[src/rtl/crf_pkg.sv]
package crf_pkg;
  localparam int CRF_NFIELDS = 8;
  localparam int CRF_FIELD_W = 4;
  localparam int CRF_CR_W    = CRF_NFIELDS * CRF_FIELD_W;
  localparam int CRF_SRC_W   = 64;
  localparam int CRF_NUM_W   = $clog2(CRF_NFIELDS);

  typedef logic [CRF_NFIELDS-1:0] crf_mask_t;
  typedef logic [CRF_CR_W-1:0]    crf_word_t;
  typedef logic [CRF_NUM_W-1:0]   crf_num_t;

  // Widen a per-field mask into a per-bit mask over the register.
  function automatic crf_word_t crf_expand(crf_mask_t m);
    crf_word_t w;
    for (int i = 0; i < CRF_NFIELDS; i++) begin
      w[i*CRF_FIELD_W +: CRF_FIELD_W] = {CRF_FIELD_W{m[i]}};
    end
    return w;
  endfunction
endpackage

[src/rtl/crf_rst_sync.sv]
module crf_rst_sync #(
  parameter int STAGES = 2
) (
  input  logic clk,
  input  logic rst_n,
  output logic rst_sync_n
);
  logic [STAGES-1:0] chain_q;
  logic [STAGES-1:0] chain_d;

  always_comb begin
    chain_d = {chain_q[STAGES-2:0], 1'b1};
  end

  always_ff @(posedge clk or negedge rst_n) begin
    if (!rst_n) begin
      chain_q <= '0;
    end else begin
      chain_q <= chain_d;
    end
  end

  assign rst_sync_n = chain_q[STAGES-1];
endmodule

[src/rtl/crf_mask_to_num.sv]
// Field mask operand to field number. Field number f maps to mask bit
// NFIELDS-1-f. The most significant set bit wins; an empty mask yields
// the highest field number (the field in the lowest-order bits).
module crf_mask_to_num #(
  parameter int NFIELDS = 8,
  localparam int NUM_W  = $clog2(NFIELDS)
) (
  input  logic [NFIELDS-1:0] mask_i,
  output logic [NUM_W-1:0]   num_o
);
  always_comb begin
    num_o = NUM_W'(NFIELDS - 1);
    for (int i = 0; i < NFIELDS; i++) begin
      if (mask_i[i]) begin
        num_o = NUM_W'(NFIELDS - 1 - i);
      end
    end
  end
endmodule

[src/rtl/crf_num_to_mask.sv]
// Field number to one-hot write mask.
module crf_num_to_mask #(
  parameter int NFIELDS = 8,
  localparam int NUM_W  = $clog2(NFIELDS)
) (
  input  logic [NUM_W-1:0]   num_i,
  output logic [NFIELDS-1:0] mask_o
);
  for (genvar g = 0; g < NFIELDS; g++) begin : g_dec
    assign mask_o[g] = (num_i == NUM_W'(NFIELDS - 1 - g));
  end
endmodule

[src/rtl/crf_nibble_merge.sv]
// Per-field select between the held value and the source.
module crf_nibble_merge #(
  parameter int NFIELDS = 8,
  parameter int FIELD_W = 4,
  localparam int CR_W   = NFIELDS * FIELD_W
) (
  input  logic [CR_W-1:0]    cur_i,
  input  logic [CR_W-1:0]    src_i,
  input  logic [NFIELDS-1:0] wmask_i,
  output logic [CR_W-1:0]    merged_o
);
  for (genvar g = 0; g < NFIELDS; g++) begin : g_fld
    assign merged_o[g*FIELD_W +: FIELD_W] =
      wmask_i[g] ? src_i[g*FIELD_W +: FIELD_W] : cur_i[g*FIELD_W +: FIELD_W];
  end
endmodule

[src/rtl/crf_move_unit.sv]
module crf_move_unit
  import crf_pkg::*;
#(
  parameter int NFIELDS = CRF_NFIELDS,
  parameter int FIELD_W = CRF_FIELD_W,
  parameter int SRC_W   = CRF_SRC_W,
  localparam int CR_W   = NFIELDS * FIELD_W,
  localparam int NUM_W  = $clog2(NFIELDS)
) (
  input  logic               clk,
  input  logic               rst_n,
  input  logic               req_valid,
  input  logic [NFIELDS-1:0] field_mask,
  input  logic [SRC_W-1:0]   src_value,
  output logic [CR_W-1:0]    cr_value,
  output logic [NFIELDS-1:0] applied_mask,
  output logic               applied_valid
);
  logic               rst_sync_n;
  logic [NUM_W-1:0]   field_num;
  logic [NFIELDS-1:0] wmask;
  logic [CR_W-1:0]    merged;

  logic [CR_W-1:0]    cr_q,   cr_d;
  logic [NFIELDS-1:0] mask_q, mask_d;
  logic               vld_q,  vld_d;
  logic               upd_en;

  crf_rst_sync #(.STAGES(2)) u_rst_sync (
    .clk        (clk),
    .rst_n      (rst_n),
    .rst_sync_n (rst_sync_n)
  );

  crf_mask_to_num #(.NFIELDS(NFIELDS)) u_m2n (
    .mask_i (field_mask),
    .num_o  (field_num)
  );

  crf_num_to_mask #(.NFIELDS(NFIELDS)) u_n2m (
    .num_i  (field_num),
    .mask_o (wmask)
  );

  crf_nibble_merge #(.NFIELDS(NFIELDS), .FIELD_W(FIELD_W)) u_merge (
    .cur_i    (cr_q),
    .src_i    (src_value[CR_W-1:0]),
    .wmask_i  (wmask),
    .merged_o (merged)
  );

  // Next state
  always_comb begin
    upd_en = req_valid;
    cr_d   = merged;
    mask_d = wmask;
    vld_d  = req_valid;
  end

  // Registers
  always_ff @(posedge clk or negedge rst_sync_n) begin
    if (!rst_sync_n) begin
      cr_q   <= '0;
      mask_q <= '0;
    end else if (upd_en) begin
      cr_q   <= cr_d;
      mask_q <= mask_d;
    end
  end

  always_ff @(posedge clk or negedge rst_sync_n) begin
    if (!rst_sync_n) begin
      vld_q <= 1'b0;
    end else begin
      vld_q <= vld_d;
    end
  end

  assign cr_value      = cr_q;
  assign applied_mask  = mask_q;
  assign applied_valid = vld_q;
endmodule

[config.mk]
export PLATFORM = sky130hd
export DESIGN_NAME = crf_move_unit
export DESIGN_NICKNAME = d
export VERILOG_FILES = /design/src/rtl/crf_pkg.sv /design/src/rtl/crf_rst_sync.sv /design/src/rtl/crf_mask_to_num.sv /design/src/rtl/crf_num_to_mask.sv /design/src/rtl/crf_nibble_merge.sv /design/src/rtl/crf_move_unit.sv
export SDC_FILE = /design/constraint.sdc
export NUM_CORES = 1
export LEC_CHECK = 0
export BUFFER_PORTS_ARGS = -buffer_cell sky130_fd_sc_hd__buf_2
export CAP_MARGIN = 5
export CORE_MARGIN = 5
export CORE_UTILIZATION = 47
export CTS_BUF_LIST = sky130_fd_sc_hd__clkbuf_4 sky130_fd_sc_hd__clkbuf_8 sky130_fd_sc_hd__clkbuf_16
export DETAILED_ROUTE_END_ITERATION = 10
export PLACE_DENSITY = 0.92
export SLEW_MARGIN = 20
export SYNTH_ARGS = -nofsm -noshare
export SYNTH_HDL_FRONTEND = slang
export SYNTH_HIERARCHICAL = 1
export SYNTH_SLANG_ARGS = --single-unit
[constraint.sdc]
create_clock -name clk -period 3.75 [get_ports clk]
set_clock_uncertainty 0.1 [all_clocks]
set_input_delay 0.5625 -clock clk [delete_from_list [all_inputs] [get_ports clk]]
set_output_delay 0.5625 -clock clk [all_outputs]
set_load 0.02 [all_outputs]
==> results of run 1 <==
## worst register-to-register path: stages (launching register included)
cell and delay [ps]:
dfrtp_1 410, mux2_1 290, mux2_2 270
## cell usage after synthesis, drive strengths merged
cell type  number
and3            1
nor3            3
and3b           3
nor2            1
nor4            1
conb            1
buf             4
a21oi           2
o31a            1
dfrtp          43
nor3b           3
mux2           72
inv             2
## cells by family after synthesis
logic type | Yosys count | share of synthesized area (%)
other | 1 | 0.183
buffers and inverters | 6 | 2.56
AO/OA/AOI/OAI | 3 | 1.10
multiplexers | 72 | 39.5
AND/OR/NAND/NOR | 12 | 4.15
flip-flops | 43 | 52.5
## cell usage in the layout (no fill, tap or decap)
master,instances
dfrtp_1,42
nor3b_1,3
dfrtp_2,1
and3b_2,3
inv_1,1
clkinv_2,1
clkbuf_4,2
mux2_2,40
inv_2,1
nor4_1,1
mux2_1,32
and3_2,1
dlygate4sd3_1,1
o31a_1,1
a21oi_2,1
clkbuf_8,5
a21oi_1,1
nor2_1,1
buf_2,82
buf_4,2
conb_1,1
nor3_1,3
## final cells by class
type | count | area, um^2 | share of cell area [%]
inverter | 2 | 7.51 | 0.289
clock buffer | 7 | 83.8 | 3.23
multi-input combinational | 88 | 922 | 35.5
sequential | 43 | 1080 | 41.5
tap | 52 | 65.1 | 2.51
timing repair buffer | 85 | 435 | 16.8
clock inverter | 1 | 5.00 | 0.193
## timing repair
action,in CTS,in global routing
gates resized for setup,0,0
endpoints found under the hold margin,2,0
hold buffers,1,0
## path summary, 6_finish.rpt
check	from	depth (start not counted)	slack [ps]	endpoint
max reg2reg	cr_value[31]	2	2570	cr_value[31]
max	field_mask[6]	7	1370	cr_value[26]
max in group asynchronous	u_rst_sync/chain_q[1]	0	2710	cr_value[3]
min in group asynchronous	u_rst_sync/chain_q[1]	0	300	cr_value[12]
min reg2reg	u_rst_sync/chain_q[0]	0	250	u_rst_sync/chain_q[1]
min	u_rst_sync/chain_q[0]	0	250	u_rst_sync/chain_q[1]
## sequential cells by signal, indices dropped and copies added (netlist names)
name and cells:
cr_value 32, applied_mask 8, u_rst_sync/chain_q 2, applied_valid 1
## per-layer routing
layer | part of all wire [%] | global-route usage (%) | vias to the layer above | wire, um
li1 | - | - | 678 | -
met1 | 40 | 18.1 | 677 | 1690
met2 | 50 | 25.7 | 52 | 2090
met3 | 8.5 | 4.96 | 5 | 357
met4 | 1.3 | 5.24 | 0 | 55
met5 | 0 | 0 | - | 0
## per-stage QoR
step | utilization (%) | power [mW]
finish | 60.5 | 1.60
global route | 60.5 | 1.71
CTS | 60.5 | 1.62
detailed placement | 58.2 | 1.33
global placement | 58.2 | 1.29
floorplan | - | 1.10
## where the power goes
group	switching [mW]	internal [mW]	leakage, nW	total, mW
logic	0.320	0.285	0.772	0.604
registers	0.0985	0.604	0.545	0.702
clock network	0.143	0.145	0.0491	0.288
total	0.561	1.03	1.37	1.60
==> results.cfg, run 1 <==
[status]
status = completed

[global_routing]
antenna_found_initial = 0
grt_usage_pct = 15.2
overflow = 0
grt_pass1_vias = 1552
grt_pass1_wl_mm = 7.33
grt_max_degree = 42

[drt]
ant_nets = 0
wl_per_cell_um = 15.1
dr.pass1.iters = 2
routed_via_density = 5.08
drtIter0Drc = 60
remaining_drc_errors = 0
vias = 1412
wirelength_mm = 4.19

[min_path]
holdCritPathClass = reg -> reg

[die]
die_h_um = 76.1
die_width_um = 76.1
start_util_pct = 47.8
coreArea_um2 = 4290
ios = 116
die_area_um2 = 5780
rows = 24

[clocking]
cts_buffers = 5
h-tree-depth = 2
clk_latency_ps = 280
clockRootBuffer = clkbuf_8
clk_path_buf_depth = 2
clkTransAtPathRegs_ps = 70
post_cts.repair.setup_buffers = 0
cts_tree = done
clock_sink_count = 43

[place]
placed_cell_area_um2 = 2500
dp_hpwl_mm = 3.12
place_congestion = 0.692
numPortBuffers = 82
place_ws_ps = 1070
dp_cells = 269

[timing]
period_share_pct = 63.5
setup_violations = 0
max_freq_ghz = 0.420
setup_ws_ps = 1370
holdWs_ps = 253
relSlewSlack_pct = 38.2
hold_viol = 0
worst_slew_pin_slew_ps = 928
tns_ps = 0
rsz0062_at_grt = false
maxSlewViolCount = 0
fin_crit_ps = 2380

[finish]
area.growth.synth_to_final_pct = 26.6
nets = 300
fin_cells = 278
drive_gt1_share_pct = 61.5
fin_area_um2 = 2600
n_antenna_cell = 0
fill_cells = 344

[synthesis]
synth_top_area_share_pct = 52.5
yosysSeqAreaShare_pct = 52.5
synth_cells = 137
syn_area_um2 = 2050
syn_nets = 212
yosys.area.top_type = dfrtp_1
avgSynthCellArea_um2 = 15.0
ys.warnings.count = 6
synth_area_leaders = dfrtp_1 (52%), mux2_2 (22%), mux2_1 (18%)
synth_cell_type_count = 16
synth.ff_latch_count = 43

[power_and_ir_drop]
ir_worst_vdd_mv = 0.377
power.density_nw_per_um2 = 614
p_leak_nw = 1.37

[critical_path]
worstPathArrival_ps = 2450
critPathKind = in -> reg
critPathTopFamily = simple AND/OR/NAND/NOR gates
cp_num_buf_inv = 2
critPathLaunchType = input pin
slowest_stage = nor3b_1
path_max_fanout = 8
cp_slowest_stage_delay_ps = 660
crit_required_ps = 3820
end_kind = register
path_cells = buf_2, inv_2, a21oi_2, o31a_1, nor3b_1, mux2_1, mux2_2

[run]
maxCapViolations = 0
Power figures use the tool's default switching activity.
==> run 2: changes to the inputs <==
--- a/config.mk
+++ b/config.mk
@@ -5,13 +5,14 @@
 export SDC_FILE = /design/constraint.sdc
 export NUM_CORES = 1
 export LEC_CHECK = 0
+export ABC_AREA = 1
 export BUFFER_PORTS_ARGS = -buffer_cell sky130_fd_sc_hd__buf_2
 export CAP_MARGIN = 5
 export CORE_MARGIN = 5
-export CORE_UTILIZATION = 47
+export CORE_UTILIZATION = 45
 export CTS_BUF_LIST = sky130_fd_sc_hd__clkbuf_4 sky130_fd_sc_hd__clkbuf_8 sky130_fd_sc_hd__clkbuf_16
 export DETAILED_ROUTE_END_ITERATION = 10
-export PLACE_DENSITY = 0.92
+export PLACE_DENSITY = 0.87
 export SLEW_MARGIN = 20
 export SYNTH_ARGS = -nofsm -noshare
 export SYNTH_HDL_FRONTEND = slang
==> constraint.sdc (replaced) <==
create_clock -name clk -period 2.45 [get_ports clk]
set_clock_uncertainty 0.1 [all_clocks]
set_input_delay 0.3675 -clock clk [delete_from_list [all_inputs] [get_ports clk]]
set_output_delay 0.3675 -clock clk [all_outputs]
set_load 0.02 [all_outputs]
==> run 2 against run 1 <==
Core utilization down 3.9 points. Critical path depth up 5. Highest routed layer unchanged. Area after synthesis up 6.9%. Synthesized cell count up 120%. Sequential share of layout area down 1.2 points.
==> results.cfg, run 2 <==
[status]
status = completed

[synthesis]
synth_area_leaders = dfrtp_1 (49%), nand2_1 (37%), nand2_2 (2.9%)
ys_async_sr_fraction_pct = 100
avgSynthCellArea_um2 = 7.14
synth_edf_count = 0
synth_xor_area_share_pct = 0
synth.ff_latch_count = 43
synth-simple-area-share_pct = 41.5
syn_nets = 382
yosys-top-cells-count = nand2_1 (215), dfrtp_1 (43), nand2_2 (10)
synthFlopType = dfrtp_1
yosys.area.top_type = dfrtp_1
synth_top_area_share_pct = 49.1
syn_area_um2 = 2190
muxShareOfSynthArea_pct = 0
synth_cells = 307
synth_top_family_by_area = simple AND/OR/NAND/NOR gates
synth_cell_type_count = 14
ys.warnings.count = 6
synth_adder_area_share_pct = 0
yosysSeqAreaShare_pct = 49.1
synth_compound_area_share_pct = 0.628
yosys.cell_count.top_type = nand2_1

[timing]
relSlewSlack_pct = 42.4
rsz0062_at_grt = false
maxSlewViolCount = 0
max_freq_ghz = 0.589
period_share_pct = 69.3
setup_violations = 0
fin_crit_ps = 1700
holdWs_ps = 255
hold_viol = 0
worst_slew_pin_slew_ps = 864
tns_ps = 0
setup_ws_ps = 752

[power_and_ir_drop]
seqPwrFrac_pct = 50.2
combinationalPowerShare_pct = 26.7
fin_total_pwr_mw = 1.78
swShare_pct = 33.6
ir_worst_vdd_mv = 0.294
power.density_nw_per_um2 = 665
internal_power_mw = 1.18
p_leak_nw = 1.70
switching_power_mw = 0.596
clkPwrFrac_pct = 23.0

[global_routing]
grt_usage_pct = 15.7
grt_max_degree = 42
overflow = 0
grt_pass1_vias = 1816
antenna_found_initial = 0
grt_pass1_wl_mm = 7.99

[min_path]
holdCritPathClass = reg -> reg

[place]
place_congestion = 0.735
place_ws_ps = 441
dp_hpwl_mm = 3.60
numPortBuffers = 82

[die]
start_util_pct = 46.4
rows = 25
coreArea_um2 = 4720
die_width_um = 79.8
die_h_um = 79.8
die_area_um2 = 6370
ios = 116

[finish]
layout.cells.most_common_list = nand2_1 (215), buf_2 (82), dfrtp_1 (42)
layout_commonest_cell = nand2_1
n_antenna_cell = 0
area.growth.synth_to_final_pct = 21.9
largest_reg_flops = 32
nets = 465
drive_gt1_share_pct = 28.8

[clocking]
clk_path_buf_depth = 2
clock_sink_count = 43
cts_buffers = 5
clkTransAtPathRegs_ps = 80
h-tree-depth = 2
clk_latency_ps = 280
clockRootBuffer = clkbuf_8
post_cts.repair.setup_buffers = 0
cts_tree = done

[critical_path]
worstPathArrival_ps = 1780
critPathKind = in -> reg
critPathLaunchType = input pin
crit_required_ps = 2530
end_kind = register
path_max_fanout = 6

[drt]
ant_nets = 0
dr.pass1.iters = 4
vias = 2019
wl_per_cell_um = 10.6
routed_via_density = 4.43
drtIter0Drc = 106
remaining_drc_errors = 0
wirelength_mm = 4.85

[run]
maxCapViolations = 0
==> run 2: changes by cell type after synthesis, sizes merged, moves of 2 or more <==
cell / previous run / this run
and3b: 3 / 0
buf: 4 / 6
clkbuf: 0 / 3
inv: 2 / 17
mux2: 72 / 0
nand2: 0 / 225
nor2: 1 / 8
nor3b: 3 / 0
==> run 2: cell families (layout without fill, tap and decap cells) <==
group | Yosys count | count (layout)
AOI/OAI and AO/OA | 2 | 2
and+or+nand+nor | 235 | 235
buffers and inverters | 26 | 108
DFF | 43 | 43
other | 1 | 1
==> run 2: final timing paths <==
kind	start	to	slack [ps]	cells after the start
worst min register to register	u_rst_sync/chain_q[0]	u_rst_sync/chain_q[1]	260	0
worst min-delay path	u_rst_sync/chain_q[0]	u_rst_sync/chain_q[1]	260	0
max in group asynchronous	u_rst_sync/chain_q[1]	cr_value[14]	1420	0
worst max-delay path	field_mask[5]	cr_value[2]	750	12
worst max register to register	u_rst_sync/chain_q[1]	cr_value[14]	1420	0
min in group asynchronous	u_rst_sync/chain_q[1]	cr_value[27]	280	0
==> run 2: power by group through the flow <==
stage / sequential (mW) / clock [mW] / combinational (mW)
after floorplan: 1.01 / 0 / 0.204
after global placement: 0.901 / 0 / 0.467
after detailed placement: 0.905 / 0 / 0.481
after CTS: 0.894 / 0.430 / 0.482
after global routing: 0.912 / 0.461 / 0.530
final: 0.892 / 0.409 / 0.475
==> run 2: worst max-delay path, cell delays in order <==
cell and delay, ps:
buf_2 80, inv_1 40, nand2_1 70, a21oi_1 40, nor3_1 290, nand2_1 120, nor2_1 420, inv_2 110
nand2_1 80, nand2_1 50, nand2_1 60, nand2_1 60
==> run 2: through the flow <==
| step | utilization [%] | std cells | cell area (um^2) |
|---|---|---|---|
| 2_1_floorplan | - | 307 | 2190 |
| 3_3_place_gp | 54.7 | 449 | 2580 |
| 3_5_place_dp | 54.7 | 449 | 2580 |
| 4_1_cts | 56.6 | 456 | 2670 |
| 5_1_grt | 56.6 | 456 | 2670 |
| 6_report | 56.6 | 456 | 2670 |
==> run 2: repair_timing <==
| action | in CTS | in global routing |
|---|---|---|
| resized for setup | 0 | 0 |
| hold endpoints to repair | 2 | 0 |
| hold buffers | 1 | 0 |
| endpoints found under the setup margin | 0 | 0 |
==> run 2: cell type report <==
class / count / area [um^2]
Tap cell: 67 / 83.8
Timing Repair Buffer: 85 / 435
Sequential cell: 43 / 1080
Inverter: 17 / 71.3
Multi-Input combinational cell: 238 / 927
Clock buffer: 6 / 76.3
Fill cell: 453 / 2050
==> run 2: layer usage <==
layer | GRT usage [%] | routed length [um] | up-vias
met5 | 0 | 0 | -
met4 | 4.05 | 58 | 0
met3 | 4.63 | 402 | 8
met2 | 26.5 | 2280 | 65
met1 | 19.6 | 2110 | 879
li1 | - | - | 1067
